`config.mk`:
```
export PLATFORM = sky130hd
export DESIGN_NAME = i2cm_engine
export DESIGN_NICKNAME = d
export VERILOG_FILES = /design/src/rtl/i2cm_pkg.sv /design/src/rtl/i2cm_phase.sv /design/src/rtl/i2cm_regs.sv /design/src/rtl/i2cm_seq.sv /design/src/rtl/i2cm_engine.sv
export SDC_FILE = /design/constraint.sdc
export NUM_CORES = 1
export LEC_CHECK = 0
export ABC_AREA = 1
export BUFFER_PORTS_ARGS = -buffer_cell sky130_fd_sc_hd__clkbuf_2
export CAP_MARGIN = 10
export CORE_MARGIN = 3
export CORE_UTILIZATION = 62
export DETAILED_ROUTE_END_ITERATION = 7
export GPL_ROUTABILITY_DRIVEN = 0
export PLACE_DENSITY = 0.86
export SETUP_SLACK_MARGIN = 0.15
export SLEW_MARGIN = 25
export SYNTH_ARGS = -nofsm -noshare
export SYNTH_HDL_FRONTEND = slang
export SYNTH_SLANG_ARGS = --single-unit
```
`constraint.sdc`:
```
create_clock -name clk -period 2.1 [get_ports clk]
set_clock_uncertainty 0.05 [all_clocks]
set_input_delay 0.315 -clock clk [delete_from_list [all_inputs] [get_ports clk]]
set_output_delay 0.315 -clock clk [all_outputs]
set_load 0.01 [all_outputs]
```
`src/rtl/i2cm_pkg.sv`:
```
package i2cm_pkg;
  typedef enum logic [2:0] {
    S_IDLE, S_START, S_BYTE, S_HOLD, S_STOP
  } seq_st_e;

  localparam int B_ACK   = 2;
  localparam int B_IFLG  = 3;
  localparam int B_STOP  = 4;
  localparam int B_START = 5;
  localparam int B_EN    = 6;
  localparam int B_IEN   = 7;

  localparam logic [7:0] C_START  = 8'h08;
  localparam logic [7:0] C_RSTART = 8'h10;
  localparam logic [7:0] C_AW_ACK = 8'h18;
  localparam logic [7:0] C_AW_NAK = 8'h20;
  localparam logic [7:0] C_DT_ACK = 8'h28;
  localparam logic [7:0] C_DT_NAK = 8'h30;
  localparam logic [7:0] C_LOST   = 8'h38;
  localparam logic [7:0] C_AR_ACK = 8'h40;
  localparam logic [7:0] C_AR_NAK = 8'h48;
  localparam logic [7:0] C_DR_ACK = 8'h50;
  localparam logic [7:0] C_DR_NAK = 8'h58;
  localparam logic [7:0] C_IDLE   = 8'hF8;
endpackage

```
`src/rtl/i2cm_phase.sv`:
```
module i2cm_phase #(
  parameter int PH_W = 2
) (
  input  logic            clk,
  input  logic            rst_n,
  input  logic            run,
  input  logic            tick,
  output logic [PH_W-1:0] ph,
  output logic            ph_last
);
  localparam logic [PH_W-1:0] PH_MAX = '1;

  logic [PH_W-1:0] ph_q, ph_n;
  logic            ph_en;

  always_comb begin
    ph_n  = ph_q;
    ph_en = 1'b0;
    if (!run) begin
      ph_n  = '0;
      ph_en = (ph_q != '0);
    end else if (tick) begin
      ph_n  = ph_q + 1'b1;
      ph_en = 1'b1;
    end
  end

  always_ff @(posedge clk or negedge rst_n) begin
    if (!rst_n)     ph_q <= '0;
    else if (ph_en) ph_q <= ph_n;
  end

  assign ph      = ph_q;
  assign ph_last = run && tick && (ph_q == PH_MAX);
endmodule

```
`src/rtl/i2cm_regs.sv`:
```
module i2cm_regs
  import i2cm_pkg::*;
#(
  parameter int DW = 8
) (
  input  logic          clk,
  input  logic          rst_n,
  input  logic          we,
  input  logic          sel,
  input  logic [DW-1:0] wdata,
  input  logic          clr_start,
  input  logic          clr_stop,
  input  logic          iflg_set,
  input  logic          stat_we,
  input  logic [7:0]    stat_code,
  input  logic          rx_load,
  input  logic [DW-1:0] rx_byte,
  output logic [7:0]    ctrl,
  output logic [DW-1:0] data,
  output logic [7:0]    status
);
  logic [7:0]    ctl_q, ctl_n;
  logic [DW-1:0] dat_q, dat_n;
  logic [7:0]    sts_q;
  logic          ctl_en, dat_en;

  always_comb begin
    ctl_n = ctl_q;
    if (we && !sel) begin
      ctl_n = {wdata[7:4], ctl_q[B_IFLG] & wdata[3], wdata[2], 2'b00};
    end
    if (clr_start) ctl_n[B_START] = 1'b0;
    if (clr_stop)  ctl_n[B_STOP]  = 1'b0;
    if (iflg_set)  ctl_n[B_IFLG]  = 1'b1;
    ctl_en = (we && !sel) || clr_start || clr_stop || iflg_set;

    dat_n  = rx_load ? rx_byte : wdata;
    dat_en = rx_load || (we && sel);
  end

  always_ff @(posedge clk or negedge rst_n) begin
    if (!rst_n) begin
      ctl_q <= '0;
      dat_q <= '0;
      sts_q <= C_IDLE;
    end else begin
      if (ctl_en)  ctl_q <= ctl_n;
      if (dat_en)  dat_q <= dat_n;
      if (stat_we) sts_q <= stat_code;
    end
  end

  assign ctrl   = ctl_q;
  assign data   = dat_q;
  assign status = sts_q;
endmodule

```
`src/rtl/i2cm_seq.sv`:
```
module i2cm_seq
  import i2cm_pkg::*;
#(
  parameter int DW   = 8,
  parameter int PH_W = 2
) (
  input  logic            clk,
  input  logic            rst_n,
  input  logic            en,
  input  logic            start_b,
  input  logic            stop_b,
  input  logic            iflg,
  input  logic            ack_en,
  input  logic [DW-1:0]   data_q,
  input  logic            sda_in,
  input  logic            tick,
  input  logic [PH_W-1:0] ph,
  input  logic            ph_last,
  output logic            run,
  output logic            scl_drv,
  output logic            sda_drv,
  output logic            clr_start,
  output logic            clr_stop,
  output logic            iflg_set,
  output logic            stat_we,
  output logic [7:0]      stat_code,
  output logic            rx_load,
  output logic [DW-1:0]   rx_byte
);
  localparam int              BIT_W   = $clog2(DW + 1);
  localparam logic [BIT_W-1:0] ACK_POS = BIT_W'(DW);
  localparam logic [PH_W-1:0]  PH_SMP  = PH_W'(2);

  seq_st_e         st_q, st_n;
  logic [BIT_W-1:0] bit_q, bit_n;
  logic [DW-1:0]   sh_q, sh_n;
  logic            first_q, first_n, rd_q, rd_n, tx_q, tx_n;
  logic            rs_q, rs_n, hold_q, hold_n, nak_q, nak_n;
  logic            smp, hi_half;

  assign hi_half = ph[PH_W-1];
  assign smp     = tick && (ph == PH_SMP) && (st_q == S_BYTE);
  assign run     = (st_q == S_START) || (st_q == S_BYTE) || (st_q == S_STOP);
  assign rx_byte = sh_q;

  always_comb begin
    scl_drv = 1'b0;
    sda_drv = 1'b0;
    unique case (st_q)
      S_START: begin scl_drv = rs_q && (ph == '0); sda_drv = hi_half; end
      S_BYTE: begin
        scl_drv = !hi_half;
        if (bit_q == ACK_POS) sda_drv = tx_q ? 1'b0 : ack_en;
        else                  sda_drv = tx_q ? !sh_q[DW-1] : 1'b0;
      end
      S_HOLD:  begin scl_drv = 1'b1; sda_drv = hold_q; end
      S_STOP:  begin scl_drv = (ph == '0); sda_drv = !hi_half; end
      default: ;
    endcase
  end

  always_comb begin
    st_n = st_q; bit_n = bit_q; sh_n = sh_q; first_n = first_q;
    rd_n = rd_q; tx_n = tx_q; rs_n = rs_q; hold_n = hold_q; nak_n = nak_q;
    clr_start = 1'b0; clr_stop = 1'b0; iflg_set = 1'b0;
    stat_we = 1'b0; stat_code = C_IDLE; rx_load = 1'b0;
    if (!en) begin
      st_n = S_IDLE;
    end else begin
      unique case (st_q)
        S_IDLE: begin
          if (start_b && !iflg) begin
            st_n = S_START; rs_n = 1'b0;
          end else if (stop_b) begin
            clr_stop = 1'b1; stat_we = 1'b1; stat_code = C_IDLE;
          end
        end
        S_START: if (ph_last) begin
          st_n = S_HOLD; hold_n = 1'b1; first_n = 1'b1;
          clr_start = 1'b1; iflg_set = 1'b1; stat_we = 1'b1;
          stat_code = rs_q ? C_RSTART : C_START;
        end
        S_HOLD: if (!iflg) begin
          if (stop_b) st_n = S_STOP;
          else if (start_b) begin
            st_n = S_START; rs_n = 1'b1;
          end else begin
            st_n  = S_BYTE; bit_n = '0; sh_n = data_q;
            tx_n  = first_q || !rd_q;
            if (first_q) rd_n = data_q[0];
          end
        end
        S_BYTE: begin
          if (smp) begin
            if (bit_q == ACK_POS) nak_n = sda_in;
            else if (!tx_q) sh_n = {sh_q[DW-2:0], sda_in};
            else if (sh_q[DW-1] && !sda_in) begin
              st_n = S_IDLE; iflg_set = 1'b1;
              stat_we = 1'b1; stat_code = C_LOST;
            end
          end
          if (ph_last) begin
            if (bit_q == ACK_POS) begin
              st_n = S_HOLD; hold_n = 1'b0; first_n = 1'b0;
              iflg_set = 1'b1; stat_we = 1'b1; rx_load = !tx_q;
              if (first_q)   stat_code = rd_q ? (nak_q ? C_AR_NAK : C_AR_ACK)
                                              : (nak_q ? C_AW_NAK : C_AW_ACK);
              else if (tx_q) stat_code = nak_q ? C_DT_NAK : C_DT_ACK;
              else           stat_code = ack_en ? C_DR_ACK : C_DR_NAK;
            end else begin
              bit_n = bit_q + 1'b1;
              if (tx_q) sh_n = {sh_q[DW-2:0], 1'b0};
            end
          end
        end
        S_STOP: if (ph_last) begin
          st_n = S_IDLE; clr_stop = 1'b1; stat_we = 1'b1; stat_code = C_IDLE;
        end
        default: st_n = S_IDLE;
      endcase
    end
  end

  always_ff @(posedge clk or negedge rst_n) begin
    if (!rst_n) begin
      st_q <= S_IDLE; bit_q <= '0; sh_q <= '0; first_q <= 1'b0; rd_q <= 1'b0;
      tx_q <= 1'b0; rs_q <= 1'b0; hold_q <= 1'b0; nak_q <= 1'b0;
    end else begin
      st_q <= st_n; bit_q <= bit_n; sh_q <= sh_n; first_q <= first_n; rd_q <= rd_n;
      tx_q <= tx_n; rs_q <= rs_n; hold_q <= hold_n; nak_q <= nak_n;
    end
  end
endmodule

```
`src/rtl/i2cm_engine.sv`:
```
module i2cm_engine
  import i2cm_pkg::*;
#(
  parameter int DW   = 8,
  parameter int PH_W = 2
) (
  input  logic          clk,
  input  logic          rst_n,
  input  logic          tick_i,
  input  logic          reg_we_i,
  input  logic          reg_sel_i,
  input  logic [DW-1:0] reg_wdata_i,
  output logic [7:0]    ctrl_o,
  output logic [DW-1:0] data_o,
  output logic [7:0]    status_o,
  output logic          irq_o,
  input  logic          sda_i,
  output logic          scl_oe_o,
  output logic          sda_oe_o
);
  logic [1:0]      rst_sync;
  logic            rst_q;
  logic [PH_W-1:0] ph;
  logic            ph_last, run;
  logic            clr_start, clr_stop, iflg_set, stat_we, rx_load;
  logic [7:0]      stat_code;
  logic [DW-1:0]   rx_byte;

  always_ff @(posedge clk or negedge rst_n) begin
    if (!rst_n) rst_sync <= 2'b00;
    else        rst_sync <= {rst_sync[0], 1'b1};
  end
  assign rst_q = rst_sync[1];

  i2cm_phase #(.PH_W(PH_W)) u_phase (
    .clk(clk), .rst_n(rst_q), .run(run), .tick(tick_i), .ph(ph), .ph_last(ph_last)
  );

  i2cm_regs #(.DW(DW)) u_regs (
    .clk(clk), .rst_n(rst_q), .we(reg_we_i), .sel(reg_sel_i), .wdata(reg_wdata_i),
    .clr_start(clr_start), .clr_stop(clr_stop), .iflg_set(iflg_set),
    .stat_we(stat_we), .stat_code(stat_code), .rx_load(rx_load), .rx_byte(rx_byte),
    .ctrl(ctrl_o), .data(data_o), .status(status_o)
  );

  i2cm_seq #(.DW(DW), .PH_W(PH_W)) u_seq (
    .clk(clk), .rst_n(rst_q), .en(ctrl_o[B_EN]), .start_b(ctrl_o[B_START]),
    .stop_b(ctrl_o[B_STOP]), .iflg(ctrl_o[B_IFLG]), .ack_en(ctrl_o[B_ACK]),
    .data_q(data_o), .sda_in(sda_i), .tick(tick_i), .ph(ph), .ph_last(ph_last),
    .run(run), .scl_drv(scl_oe_o), .sda_drv(sda_oe_o), .clr_start(clr_start),
    .clr_stop(clr_stop), .iflg_set(iflg_set), .stat_we(stat_we),
    .stat_code(stat_code), .rx_load(rx_load), .rx_byte(rx_byte)
  );

  assign irq_o = ctrl_o[B_IFLG] && ctrl_o[B_IEN];
endmodule

```
After elaboration in Yosys (flattened, before gate mapping)
Cells that the tools add are included.
- logic and storage cells: 181
- bits in registers: 46
- output and inout port bits: 27
- bits of input ports: 14
- reduce and logical (&&, ||, !) cells: 47
- bitwise operators: 4
- eq/ne operators: 21
- multiplexer cells: 91
- $add $sub $neg: 2
- operator list (operator ; number):
    $mux 8 ; 21
    $mux 3 ; 12
    $mux 1 ; 33
    $pmux 8 s2 ; 2
    $mux 4 ; 7
    $ne 2x2->1 const B ; 9
    $pmux 3 s5 ; 1
    $reduce_and 5->1 ; 3
    $reduce_bool 2->1 ; 7
    $mux 6 ; 2
    $reduce_and 6->1 ; 2
    $logic_and 1x1->1 ; 10
    $mux 5 ; 2
    $reduce_and 2->1 ; 5
    $ne 3x3->1 const B ; 3
    $pmux 1 s2 ; 4
    $pmux 1 s4 ; 2
    $pmux 4 s2 ; 1
    $reduce_and 4->1 ; 2
    $logic_not 1->1 ; 7
    $logic_or 1x1->1 ; 7
    $reduce_and 7->1 ; 1
    $eq 3x2->1 const B ; 2
    $mux 2 ; 3
    other kinds (14) ; 17

Depth between registers and ports, before layout
Gate-level depths: netlist (run 1).
- word-level depth: 12
- mapped depth: 12
- depth with buffers taken out: 12

Modules after synthesis
From an unflattened synthesis (run 1), not the netlist that was laid out.
- cells, all modules: 402
- area, all modules: 2872.8 µm²
- modules (own cells, without submodules) (module ; area each (µm²) ; cells an instance ; times used):
    i2cm_seq ; 1620.3 ; 249 ; 1
    i2cm_regs ; 1054.8 ; 129 ; 1
    i2cm_phase ; 136.4 ; 19 ; 1
    i2cm_engine ; 61.3 ; 5 ; 1

Worst setup path before layout (run 1)
Ideal clock, no wire load.
- kind: reg2reg
- start: register u_seq.bit_q[0]
- end: register u_regs.dat_q[0] (netlist: u_regs.data[0])
- required time: 1.923 ns
- arrival: 1.491 ns
- path buffers: 1
- cell stages (with the launch flop): 11
- setup slack: 0.432 ns
- cell sequence: dfrtp_1 -> inv_1 -> ha_1 -> nand2_2 -> nor2_8 -> nand4_4 -> nor2_4 -> nand2_4 -> buf_6 -> nand3_1 -> o211ai_2
- word-level cells in the longest chain between the ends: 6
- elaborated cells on any way between the ends: 7
- RTL lines (element ; RTL line ; source):
    start, declared ; i2cm_seq.sv:35 ; logic [BIT_W-1:0] bit_q, bit_n;
    start signal, assigned ; i2cm_seq.sv:129 ; st_q <= st_n; bit_q <= bit_n; sh_q <= sh_n; first_q <= first_n; rd_q <= rd_n;
    $eq 4x4->1 (*) ; i2cm_seq.sv:103 ; if (bit_q == ACK_POS) begin
    $mux 1 (*) ; i2cm_seq.sv:103 ;
    $mux 1 (*) ; i2cm_seq.sv:102 ; if (ph_last) begin
    $mux 1 (*) ; i2cm_seq.sv:70 ; unique case (st_q)
    $mux 1 (*) ; i2cm_seq.sv:67 ; if (!en) begin
    $mux 8 / $logic_or 1x1->1 (equally long branches) ; i2cm_regs.sv:37, i2cm_regs.sv:38 ;
    end signal, assigned ; i2cm_regs.sv:48 ; if (dat_en) dat_q <= dat_n;
    end, declared ; i2cm_regs.sv:23 ; logic [DW-1:0] dat_q, dat_n;
Mark *: on every way between the ends. The rest lies on a longest branch, timed or not.
A chain may end at the register's enable or synchronous reset.

Worst setup path after layout (run 1)
- start: register u_seq.bit_q[0]
- end: output port sda_oe_o
- word-level cells in the longest chain between the ends: 3
- RTL lines (element ; RTL line ; source):
    $eq 4x4->1 ; i2cm_seq.sv:53 ; if (bit_q == ACK_POS) sda_drv = tx_q ? 1'b0 : ack_en;
    $mux 1 ; i2cm_seq.sv:53 ;
    $pmux 1 s4 ; i2cm_seq.sv:49 ; unique case (st_q)
    end, declared ; i2cm_engine.sv:19 ; output logic sda_oe_o
No other way between the ends.

==> flow_summary.yaml, run 1 <==
global_route:
  first_pass_grt_wire_length_um: 11200
  grt_use_total_pct: 26.7
  gr_overflow_total: 0
  largest_net_degree_at_the_start_of_global_routing: 42
  vias_in_the_first_global_route: 2517
  antenna_found_initial: 0
clock_network:
  tritoncts.num_buffers: 5
  cts.htree.levels: 2
  clock_tree_buf_depth: 2
  clk_transition_reported_paths_ns: 0.08
  cts_root_buf: "sky130_fd_sc_hd__clkbuf_8"
  cts_num_sinks: 43
  worstSkewPairLatency_ns: 0.31
  tritoncts: "built"
floorplanning:
  die_height_um: 73.7
  num_io_pins: 41
  initial_utilization_pct: 67.6
  floorplan.die.width_um: 73.7
  die_area_sq_um: 5430
  floorplan.rows: 23
  core_region_area_sq_um: 4200
setup_path:
  crit_path_end_kind: "output pin"
  crit_type: "reg2out"
  setup.worst_path.start_class: "flip-flop"
  required_ns: 1.74
  cp.arrival_ns: 1.54
  critPathMaxFanout: 6
power:
  pwr_density_cell_nw_per_um2: 852
  irDropWorstVdd_mv: 0.613
  finalPower_uw: 2780
  p_leak_uw: 0.00170
routing:
  wl_per_instance_um: 14.5
  detailedRoute.firstPassIterationCount: 5
  antenna_violating_nets_post_route: 0
  via_per_inst: 5.71
  dr_drc_count: 0
  drt_iter0_markers: 253
  route.final.wire_length_um: 6730
  detailroute.via_count: 2650
sta:
  rsz0062_at_grt: "no"
  max_freq_ghz: 0.525
  headroom_to_the_max_slew_limit_pct: 65.7
  tightest_slew_ns: 0.514
  post-route-min-period_ns: 1.90
  slew_viol_final: 0
  setup-violations-final: 0
  timing.final.hold_violations: 0
  finalCritPeriodShare_pct: 90.7
  final.setup.tns_ns: 0
synthesis:
  synth_common_cells: "sky130_fd_sc_hd__nand2_1, sky130_fd_sc_hd__nand3_1, sky130_fd_sc_hd__inv_1"
  dominantRegCellSynth: "sky130_fd_sc_hd__dfrtp_1"
  synth_top_cell_by_area: "sky130_fd_sc_hd__dfrtp_1"
  yosys.area.top_type_share_pct: 33.5
  ys_ff_latch: 43
  synthTopCellsByArea: "sky130_fd_sc_hd__dfrtp_1, sky130_fd_sc_hd__nand2_1, sky130_fd_sc_hd__nand3_1"
  syn_area_per_cell_sq_um: 7.80
  netlist-cell-type-count: 37
  number_of_standard_cells_after_synthesis: 364
  number_of_synthesized_flops_with_an_enable_pin: 0
  synth_async_sr_flop_share_pct: 100
  synth_area_sq_um: 2840
  synthMostInstantiatedCell: "sky130_fd_sc_hd__nand2_1"
  portion_of_the_post_synthesis_area_used_by_sequential_elements_pct: 38.1
  synthesis.yosys.warnings: 0
worst_hold_path:
  hold_class: "in2reg"
layout:
  syn2layout_area_growth_pct: 14.8
  nNetsFinal: 434
  n_antenna_cell: 0
  fraction_of_layout_instances_using_a_drive_strength_above_1_pct: 27.8
  fill_cells: 299
place:
  number_of_port_buffers: 35
  hpwlAfterDp_um: 4730
status:
  run_status: "finished, final reports clean"
flow_run:
  max_cap_viol_count: 0
## cells in the final DEF (no fill, tap or decap), types with 2 or more instances in the layout
cell                       instances
sky130_fd_sc_hd__a21oi_1           9
sky130_fd_sc_hd__buf_4            19
sky130_fd_sc_hd__clkbuf_2         34
sky130_fd_sc_hd__clkbuf_8          5
sky130_fd_sc_hd__conb_1            6
sky130_fd_sc_hd__dfrtp_1          36
sky130_fd_sc_hd__dfrtp_2           2
sky130_fd_sc_hd__dfstp_2           5
sky130_fd_sc_hd__ha_1              6
sky130_fd_sc_hd__inv_1            37
sky130_fd_sc_hd__inv_2             8
sky130_fd_sc_hd__nand2_1          93
sky130_fd_sc_hd__nand2_2           4
sky130_fd_sc_hd__nand3_1          44
sky130_fd_sc_hd__nand3_2           4
sky130_fd_sc_hd__nand3_4           3
sky130_fd_sc_hd__nand3b_1          6
sky130_fd_sc_hd__nand4_1           2
sky130_fd_sc_hd__nand4_2           2
sky130_fd_sc_hd__nand4_4           2
sky130_fd_sc_hd__nor2_1           23
sky130_fd_sc_hd__nor2_2            3
sky130_fd_sc_hd__nor2_4            3
sky130_fd_sc_hd__o211ai_1          3
sky130_fd_sc_hd__o211ai_2          8
sky130_fd_sc_hd__o21ai_0          23
sky130_fd_sc_hd__o21ai_1           4
## metrics by stage
| step | setup slack, ns | hold slack, ns | area, sq um | std cells | utilization, % |
|---|---|---|---|---|---|
| after detailed placement | 0.270 | 0.0515 | 2980 | 440 | 71.0 |
| after CTS | 0.159 | 0.176 | 3170 | 456 | 75.4 |
| after global placement | 0.353 | 0.0502 | 2980 | 440 | 71.0 |
| after floorplan | 0.432 | -0.0306 | 2850 | 368 | - |
| after global routing | 0.149 | 0.197 | 3260 | 464 | 77.5 |
| final | 0.196 | 0.179 | 3260 | 464 | 77.5 |
## worst max-delay path, cell delays in order, from the launching register on
cell and delay [ns]:
sky130_fd_sc_hd__dfrtp_1 0.40, sky130_fd_sc_hd__inv_2 0.09, sky130_fd_sc_hd__ha_4 0.16, sky130_fd_sc_hd__nand3_4 0.12, sky130_fd_sc_hd__o21ai_0 0.11, sky130_fd_sc_hd__nand3_1 0.11
sky130_fd_sc_hd__o2111ai_1 0.09, sky130_fd_sc_hd__buf_2 0.16
## layer usage
metal,up-vias,share of wire [%],GRT usage [%]
met1,1238,41,34.9
met4,0,2.5,12.1
met2,115,50,42.0
li1,1276,-,-
met5,-,0,0
met3,21,6.7,6.29
## logic make-up after synthesis
group,Yosys count,share of synthesized area (%)
buf+inv,64,11.2
compound gates,51,11.8
xor+xnor,1,0.309
simple gates,196,35.2
other cells,2,0.265
fa+ha+maj,7,3.08
flops,43,38.1
## path summary, 6_finish.rpt
kind | start | endpoint | slack [ns] | cells after the start
worst max-delay path | u_seq.bit_q[0] | sda_oe_o | 0.20 | 7
worst min-delay path | reg_wdata_i[2] | u_regs.ctrl[2] | 0.18 | 3
worst max register to register | u_seq.bit_q[0] | u_regs.data[2] | 0.24 | 10
worst min register to register | rst_sync[1] | u_regs.ctrl[7] | 0.26 | 1
max in group asynchronous | rst_sync[1] | u_seq.st_q[0] | 1.36 | 1
min in group asynchronous | rst_sync[1] | u_regs.ctrl[7] | 0.26 | 1
## power breakdown
part           internal (uW)  total (uW)  switching, uW
Clock                    235         531            296
Sequential              1060        1200            138
Combinational            393        1050            652
## sequential cells by signal (all words and copies together), names as in the netlist, 2 cells and up
signal         flops
rst_sync           2
u_phase.ph         2
u_regs.ctrl        6
u_regs.data        8
u_regs.status      5
u_seq.bit_q        4
u_seq.rx_byte      8
u_seq.st_q         3
## area by class of cell
type,count,area [sq um],share of cell area [%]
timing repair buffer,56,339,10.4
clock inverter,2,13.8,0.422
tap,50,62.6,1.92
inverter,46,175,5.38
multi-input combinational,261,1510,46.4
clock buffer,6,72.6,2.23
sequential,43,1080,33.3
## timing repair
| item | CTS | global route |
|---|---|---|
| setup endpoints to repair | 1 | 16 |
| setup buffers | 7 | 8 |
| gates resized for setup | 6 | 11 |
| pin swaps | 2 | 3 |
| cloned | 0 | 0 |
| hold buffers | 1 | 0 |
| endpoints found under the hold margin | 2 | 0 |
No activity file was read; power rests on OpenSTA's default activity.
==> run 2: changes to the inputs <==
--- a/config.mk
+++ b/config.mk
@@ -5,14 +5,13 @@
 export SDC_FILE = /design/constraint.sdc
 export NUM_CORES = 1
 export LEC_CHECK = 0
-export ABC_AREA = 1
 export BUFFER_PORTS_ARGS = -buffer_cell sky130_fd_sc_hd__clkbuf_2
 export CAP_MARGIN = 10
 export CORE_MARGIN = 3
-export CORE_UTILIZATION = 62
+export CORE_UTILIZATION = 61
 export DETAILED_ROUTE_END_ITERATION = 7
 export GPL_ROUTABILITY_DRIVEN = 0
-export PLACE_DENSITY = 0.86
+export PLACE_DENSITY = 0.85
 export SETUP_SLACK_MARGIN = 0.15
 export SLEW_MARGIN = 25
 export SYNTH_ARGS = -nofsm -noshare
==> flow_summary.yaml, run 2 <==
status:
  run_status: "finished with violations"
  violations: "negative setup slack"
sta:
  post-route-min-period_ns: 2.15
  final.setup.tns_ns: -0.108
  rsz0062_at_grt: "yes"
  setup-violations-final: 4
  max_freq_ghz: 0.465
  timing.final.ws_setup_ns: -0.0518
  headroom_to_the_max_slew_limit_pct: 61.5
  tightest_slew_ns: 0.577
  timing.final.hold_violations: 0
  slew_viol_final: 0
  finalCritPeriodShare_pct: 102
clock_network:
  tritoncts: "built"
  cts.htree.levels: 2
  worstSkewPairLatency_ns: 0.30
  cts_num_sinks: 43
  clock_tree_buf_depth: 2
  tritoncts.num_buffers: 5
  clk_transition_reported_paths_ns: 0.08
  cts_root_buf: "sky130_fd_sc_hd__clkbuf_8"
power:
  finalPower_uw: 2210
  p_leak_uw: 0.00148
  irDropWorstVdd_mv: 0.705
  pwr_density_cell_nw_per_um2: 705
place:
  number_of_port_buffers: 35
  placement.cell_area_sq_um: 2840
  count_of_placed_standard_cells_including_taps: 357
  hpwlAfterDp_um: 4630
layout:
  nNetsFinal: 349
  n_antenna_cell: 0
  fin_area_sq_um: 3140
  syn2layout_area_growth_pct: 22.7
  layout.cells.most_common_list: "sky130_fd_sc_hd__dfrtp_1, sky130_fd_sc_hd__clkbuf_2, sky130_fd_sc_hd__buf_4, sky130_fd_sc_hd__nand2_1, sky130_fd_sc_hd__o21ai_0"
  stdcell_count: 377
  fraction_of_layout_instances_using_a_drive_strength_above_1_pct: 37.4
  final_core_utilization_pct: 81.4
  layout_commonest_cell: "sky130_fd_sc_hd__dfrtp_1"
synthesis:
  synth_async_sr_flop_share_pct: 100
  synthTopCellsByArea: "sky130_fd_sc_hd__dfrtp_1, sky130_fd_sc_hd__dfstp_2, sky130_fd_sc_hd__o21ai_0"
  synth_area_sq_um: 2560
  number_of_synthesized_flops_with_an_enable_pin: 0
  synth_adder_area_share_pct: 3.43
  synthMostInstantiatedCell: "sky130_fd_sc_hd__dfrtp_1"
  synth_top_cell_by_area: "sky130_fd_sc_hd__dfrtp_1"
  synth_common_cells: "sky130_fd_sc_hd__dfrtp_1, sky130_fd_sc_hd__nand2_1, sky130_fd_sc_hd__o21ai_0"
  dominantRegCellSynth: "sky130_fd_sc_hd__dfrtp_1"
  synth_top_family_by_area: "compound AO/OA/AOI/OAI gates"
  syn_area_per_cell_sq_um: 9.61
  netlist-cell-type-count: 60
  portion_of_the_post_synthesis_area_used_by_sequential_elements_pct: 42.3
  yosys.area_share.xor_xnor_pct: 0.636
  yosys.area.top_type_share_pct: 37.2
  ys_ff_latch: 43
  yosys.area_share.simple_pct: 17.2
  number_of_standard_cells_after_synthesis: 266
  synth.mux.area_fraction_pct: 6.61
  synth_compound_gate_area_share_pct: 21.6
  synthesis.yosys.warnings: 0
floorplanning:
  floorplan.die.width_um: 70.7
  num_io_pins: 41
  core_region_area_sq_um: 3850
  initial_utilization_pct: 66.3
  die_height_um: 70.7
  die_area_sq_um: 5000
  floorplan.rows: 22
worst_hold_path:
  timing.hold.worst.start: "reg_wdata_i[6]"
  hold_class: "in2reg"
flow_run:
  max_cap_viol_count: 0
routing:
  dr_drc_count: 0
  wl_per_instance_um: 18.4
  route.final.wire_length_um: 6950
  drt_iter0_markers: 216
  via_per_inst: 6.20
  detailedRoute.firstPassIterationCount: 5
  antenna_violating_nets_post_route: 0
  detailroute.via_count: 2336
global_route:
  gr_overflow_total: 0
  largest_net_degree_at_the_start_of_global_routing: 42
  first_pass_grt_wire_length_um: 10500
  vias_in_the_first_global_route: 2173
  grt_use_total_pct: 26.5
  antenna_found_initial: 0
setup_path:
  required_ns: 1.74
  worst_r2r_startpoint: "u_seq.bit_q[1]"
  crit_type: "reg2out"
  crit_path_end_kind: "output pin"
  cp.arrival_ns: 1.79
  setup.worst_path.start_class: "flip-flop"
  critPathMaxFanout: 2
  first_element_of_the_critical_path: "u_seq.bit_q[0]"
run 2: worst paths after layout:
| kind | end | slack (ns) | cells past startpoint |
|---|---|---|---|
| hold / removal | u_regs.ctrl[6] | 0.24 | 3 |
| setup / recovery | sda_oe_o | -0.05 | 8 |
| hold reg to reg | u_regs.ctrl[5] | 0.27 | 1 |
| max in group asynchronous | u_seq.st_q[1] | 1.33 | 1 |
| min in group asynchronous | u_regs.ctrl[5] | 0.27 | 1 |
| setup reg to reg | u_regs.status[6] | -0.03 | 10 |
run 2: where the power goes:
part	total (uW)	internal [uW]	switching [uW]
Clock	526	233	293
Combinational	657	286	371
Sequential	1030	945	81.8
Total	2210	1460	746
run 2: critical path, stage by stage, from the launching register on:
cell,delay (ns)
sky130_fd_sc_hd__dfrtp_1,0.41
sky130_fd_sc_hd__inv_2,0.08
sky130_fd_sc_hd__ha_4,0.13
sky130_fd_sc_hd__and3b_2,0.24
sky130_fd_sc_hd__nand2_2,0.08
sky130_fd_sc_hd__o21ai_2,0.16
sky130_fd_sc_hd__a31oi_1,0.09
sky130_fd_sc_hd__o22ai_1,0.16
sky130_fd_sc_hd__buf_2,0.15
run 2: per-layer routing:
layer  share of wire (%)  track usage [%]  vias up
met1                  40             34.9     1136
met4                 1.3             7.10        0
met3                 7.7             6.25       13
met5                   0                0        -
met2                  51             44.1      113
li1                    -                -     1074
run 2: timing repair:
item | 4_1_cts | 5_1_grt
hold endpoints to repair | 2 | 0
setup buffers | 4 | 6
cloned | 0 | 1
setup endpoints to repair | 10 | 23
pin swaps | 3 | 15
hold buffers | 1 | 0
gates resized for setup | 7 | 46
run 2: kinds of logic (layout without fill, tap and decap cells):
logic type               count (synthesis)  after routing
AO/OA/AOI/OAI                           79             79
XOR/XNOR                                 1              1
adder cells (fa/ha/maj)                  7              7
buffers and inverters                   36             95
flip-flops                              43             43
multiplexers                            16             16
other                                    2              6
AND/OR/NAND/NOR                         82             82
run 2: stage by stage:
step           setup WS [ns]  hold slack (ns)
2_1_floorplan          0.167          -0.0306
3_3_place_gp           0.116           0.0513
3_5_place_dp          0.0289           0.0591
4_1_cts              -0.0304            0.226
5_1_grt               -0.134            0.231
6_report             -0.0518            0.238
run 2: cell type report:
cell class,count,area (sq um)
inverter,17,63.8
fill,210,718
tap,48,60.1
clock buffer,6,72.6
clock inverter,2,12.5
timing repair buffer,70,463
sequential,43,1080
multi-input combinational,191,1380
==> run 3: changes to the inputs <==
--- a/config.mk
+++ b/config.mk
@@ -12,6 +12,7 @@
 export DETAILED_ROUTE_END_ITERATION = 7
 export GPL_ROUTABILITY_DRIVEN = 0
 export PLACE_DENSITY = 0.85
+export RECOVER_POWER = 50
 export SETUP_SLACK_MARGIN = 0.15
 export SLEW_MARGIN = 25
 export SYNTH_ARGS = -nofsm -noshare
==> constraint.sdc (replaced) <==
create_clock -name clk -period 2.1 [get_ports clk]
set_clock_uncertainty 0.05 [all_clocks]
set_input_delay 0.21 -clock clk [delete_from_list [all_inputs] [get_ports clk]]
set_output_delay 0.21 -clock clk [all_outputs]
set_load 0.01 [all_outputs]
==> flow_summary.yaml, run 3 (synthesized netlist as in run 2, its figures left out) <==
clock_network:
  worstSkewPairLatency_ns: 0.30
  cts_num_sinks: 43
  cts_root_buf: "sky130_fd_sc_hd__clkbuf_8"
  tritoncts: "built"
  cts.htree.levels: 2
  clk_transition_reported_paths_ns: 0.09
  clock_tree_buf_depth: 2
  tritoncts.num_buffers: 5
global_route:
  grt_util_met1_pct: 37.3
  first_pass_grt_wire_length_um: 11000
  grt_busiest_layer: "met2"
  gr_overflow_total: 0
  gr_layer_usage_met3_pct: 6.39
  gr-usage-met2_pct: 43.6
  antenna_found_initial: 0
  largest_net_degree_at_the_start_of_global_routing: 42
  vias_in_the_first_global_route: 2311
  grt_use_total_pct: 27.4
setup_path:
  crit_type: "reg2out"
  required_ns: 1.84
  critPathMaxFanout: 3
  crit_path_end_kind: "output pin"
  setup.worst_path.start_class: "flip-flop"
  cp.arrival_ns: 1.76
floorplanning:
  core_region_area_sq_um: 3850
  die_area_sq_um: 5000
  floorplan.die.width_um: 70.7
  die_height_um: 70.7
  initial_utilization_pct: 66.3
  num_io_pins: 41
  floorplan.rows: 22
sta:
  timing.hold.ws_ns: 0.0970
  timing.final.hold_violations: 0
  finalCritPeriodShare_pct: 96.2
  max_freq_ghz: 0.495
  slew_viol_final: 0
  headroom_to_the_max_slew_limit_pct: 31.6
  post-route-min-period_ns: 2.02
  tightest_slew_ns: 1.03
  setup-violations-final: 0
  rsz0062_at_grt: "yes"
place:
  count_of_placed_standard_cells_including_taps: 356
  placement.cell_area_sq_um: 2850
  hpwlAfterDp_um: 4460
  number_of_port_buffers: 35
power:
  switchingPower_uw: 731
  p_sw_share_pct: 33.6
  internal-power_uw: 1450
  p_leak_uw: 0.00141
  irDropWorstVdd_mv: 0.527
  comb_power_share_pct: 28.8
  pwr_density_cell_nw_per_um2: 704
  pwr-share-clk_pct: 24.5
  sequentialPowerShare_pct: 46.7
routing:
  wl_per_instance_um: 17.0
  route.final.wire_length_um: 6420
  via_per_inst: 6.05
  dr_drc_count: 0
  drt_iter0_markers: 200
  detailedRoute.firstPassIterationCount: 4
  antenna_violating_nets_post_route: 0
  detailroute.via_count: 2286
flow_run:
  max_cap_viol_count: 0
layout:
  fraction_of_layout_instances_using_a_drive_strength_above_1_pct: 31.5
  stdcell_count: 378
  syn2layout_area_growth_pct: 21.0
  layout.cells.most_common_list: "sky130_fd_sc_hd__dfrtp_1, sky130_fd_sc_hd__buf_4, sky130_fd_sc_hd__nand2_1, sky130_fd_sc_hd__clkbuf_2, sky130_fd_sc_hd__o21ai_0"
  fin_area_sq_um: 3090
  nNetsFinal: 350
  n_antenna_cell: 0
  layout_commonest_cell: "sky130_fd_sc_hd__dfrtp_1"
status:
  run_status: "finished, final reports clean"
worst_hold_path:
  hold_class: "in2reg"
## run 3: final cells by class
class	instances	area [sq um]
Clock buffer	6	72.6
Clock inverter	2	12.5
Fill cell	248	761
Inverter	17	63.8
Multi-Input combinational cell	191	1350
Sequential cell	43	1090
Tap cell	48	60.1
Timing Repair Buffer	71	452
## run 3: what timing repair did
action / 4_1_cts / 5_1_grt
pin swaps: 4 / 9
endpoints found under the setup margin: 10 / 19
resized for setup: 10 / 14
setup buffers: 9 / 4
cloned: 0 / 0
endpoints found under the hold margin: 2 / 0
hold buffers: 1 / 0
## run 3: power by group through the flow
stage / registers [uW] / logic, uW / clock network [uW]
after floorplan: 1070 / 335 / 0
after global placement: 1030 / 564 / 0
after detailed placement: 1040 / 579 / 0
after CTS: 1010 / 620 / 539
after global routing: 1030 / 693 / 572
final: 1020 / 627 / 533
## run 3: per-stage QoR
step	setup slack, ns	util (%)	power (uW)	TNS, ns
after CTS	0.0748	78.9	2170	0
after global placement	0.102	73.8	1600	0
after floorplan	0.167	-	1410	0
after global routing	-0.0580	80.3	2300	-0.0580
after detailed placement	0.0518	73.8	1620	0
final	0.0799	80.3	2180	0
## run 3: path summary, 6_finish.rpt
check                                     from  slack (ns)  depth (start not counted)               end
worst max-delay path            u_seq.bit_q[1]        0.08                          8          sda_oe_o
worst min-delay path            reg_wdata_i[6]         0.1                          3    u_regs.ctrl[6]
worst max register to register  u_seq.bit_q[1]        0.11                          8  u_regs.status[6]
worst min register to register     rst_sync[0]        0.31                          0       rst_sync[1]
max in group asynchronous          rst_sync[1]        0.85                          1        u_seq.tx_q
min in group asynchronous                rst_n        0.17                          2       rst_sync[0]
## run 3: per-layer routing
metal	routed length, um	up-vias
met4	88	0
met2	3120	106
met5	0	-
met3	520	14
met1	2690	1097
li1	-	1069
## run 3: critical path, stage by stage (launching register included)
cell,delay [ns]
sky130_fd_sc_hd__dfrtp_1,0.41
sky130_fd_sc_hd__inv_2,0.08
sky130_fd_sc_hd__ha_4,0.13
sky130_fd_sc_hd__and3b_2,0.22
sky130_fd_sc_hd__nand2_2,0.06
sky130_fd_sc_hd__o21ai_2,0.15
sky130_fd_sc_hd__a31oi_1,0.10
sky130_fd_sc_hd__o22ai_1,0.16
sky130_fd_sc_hd__buf_2,0.15
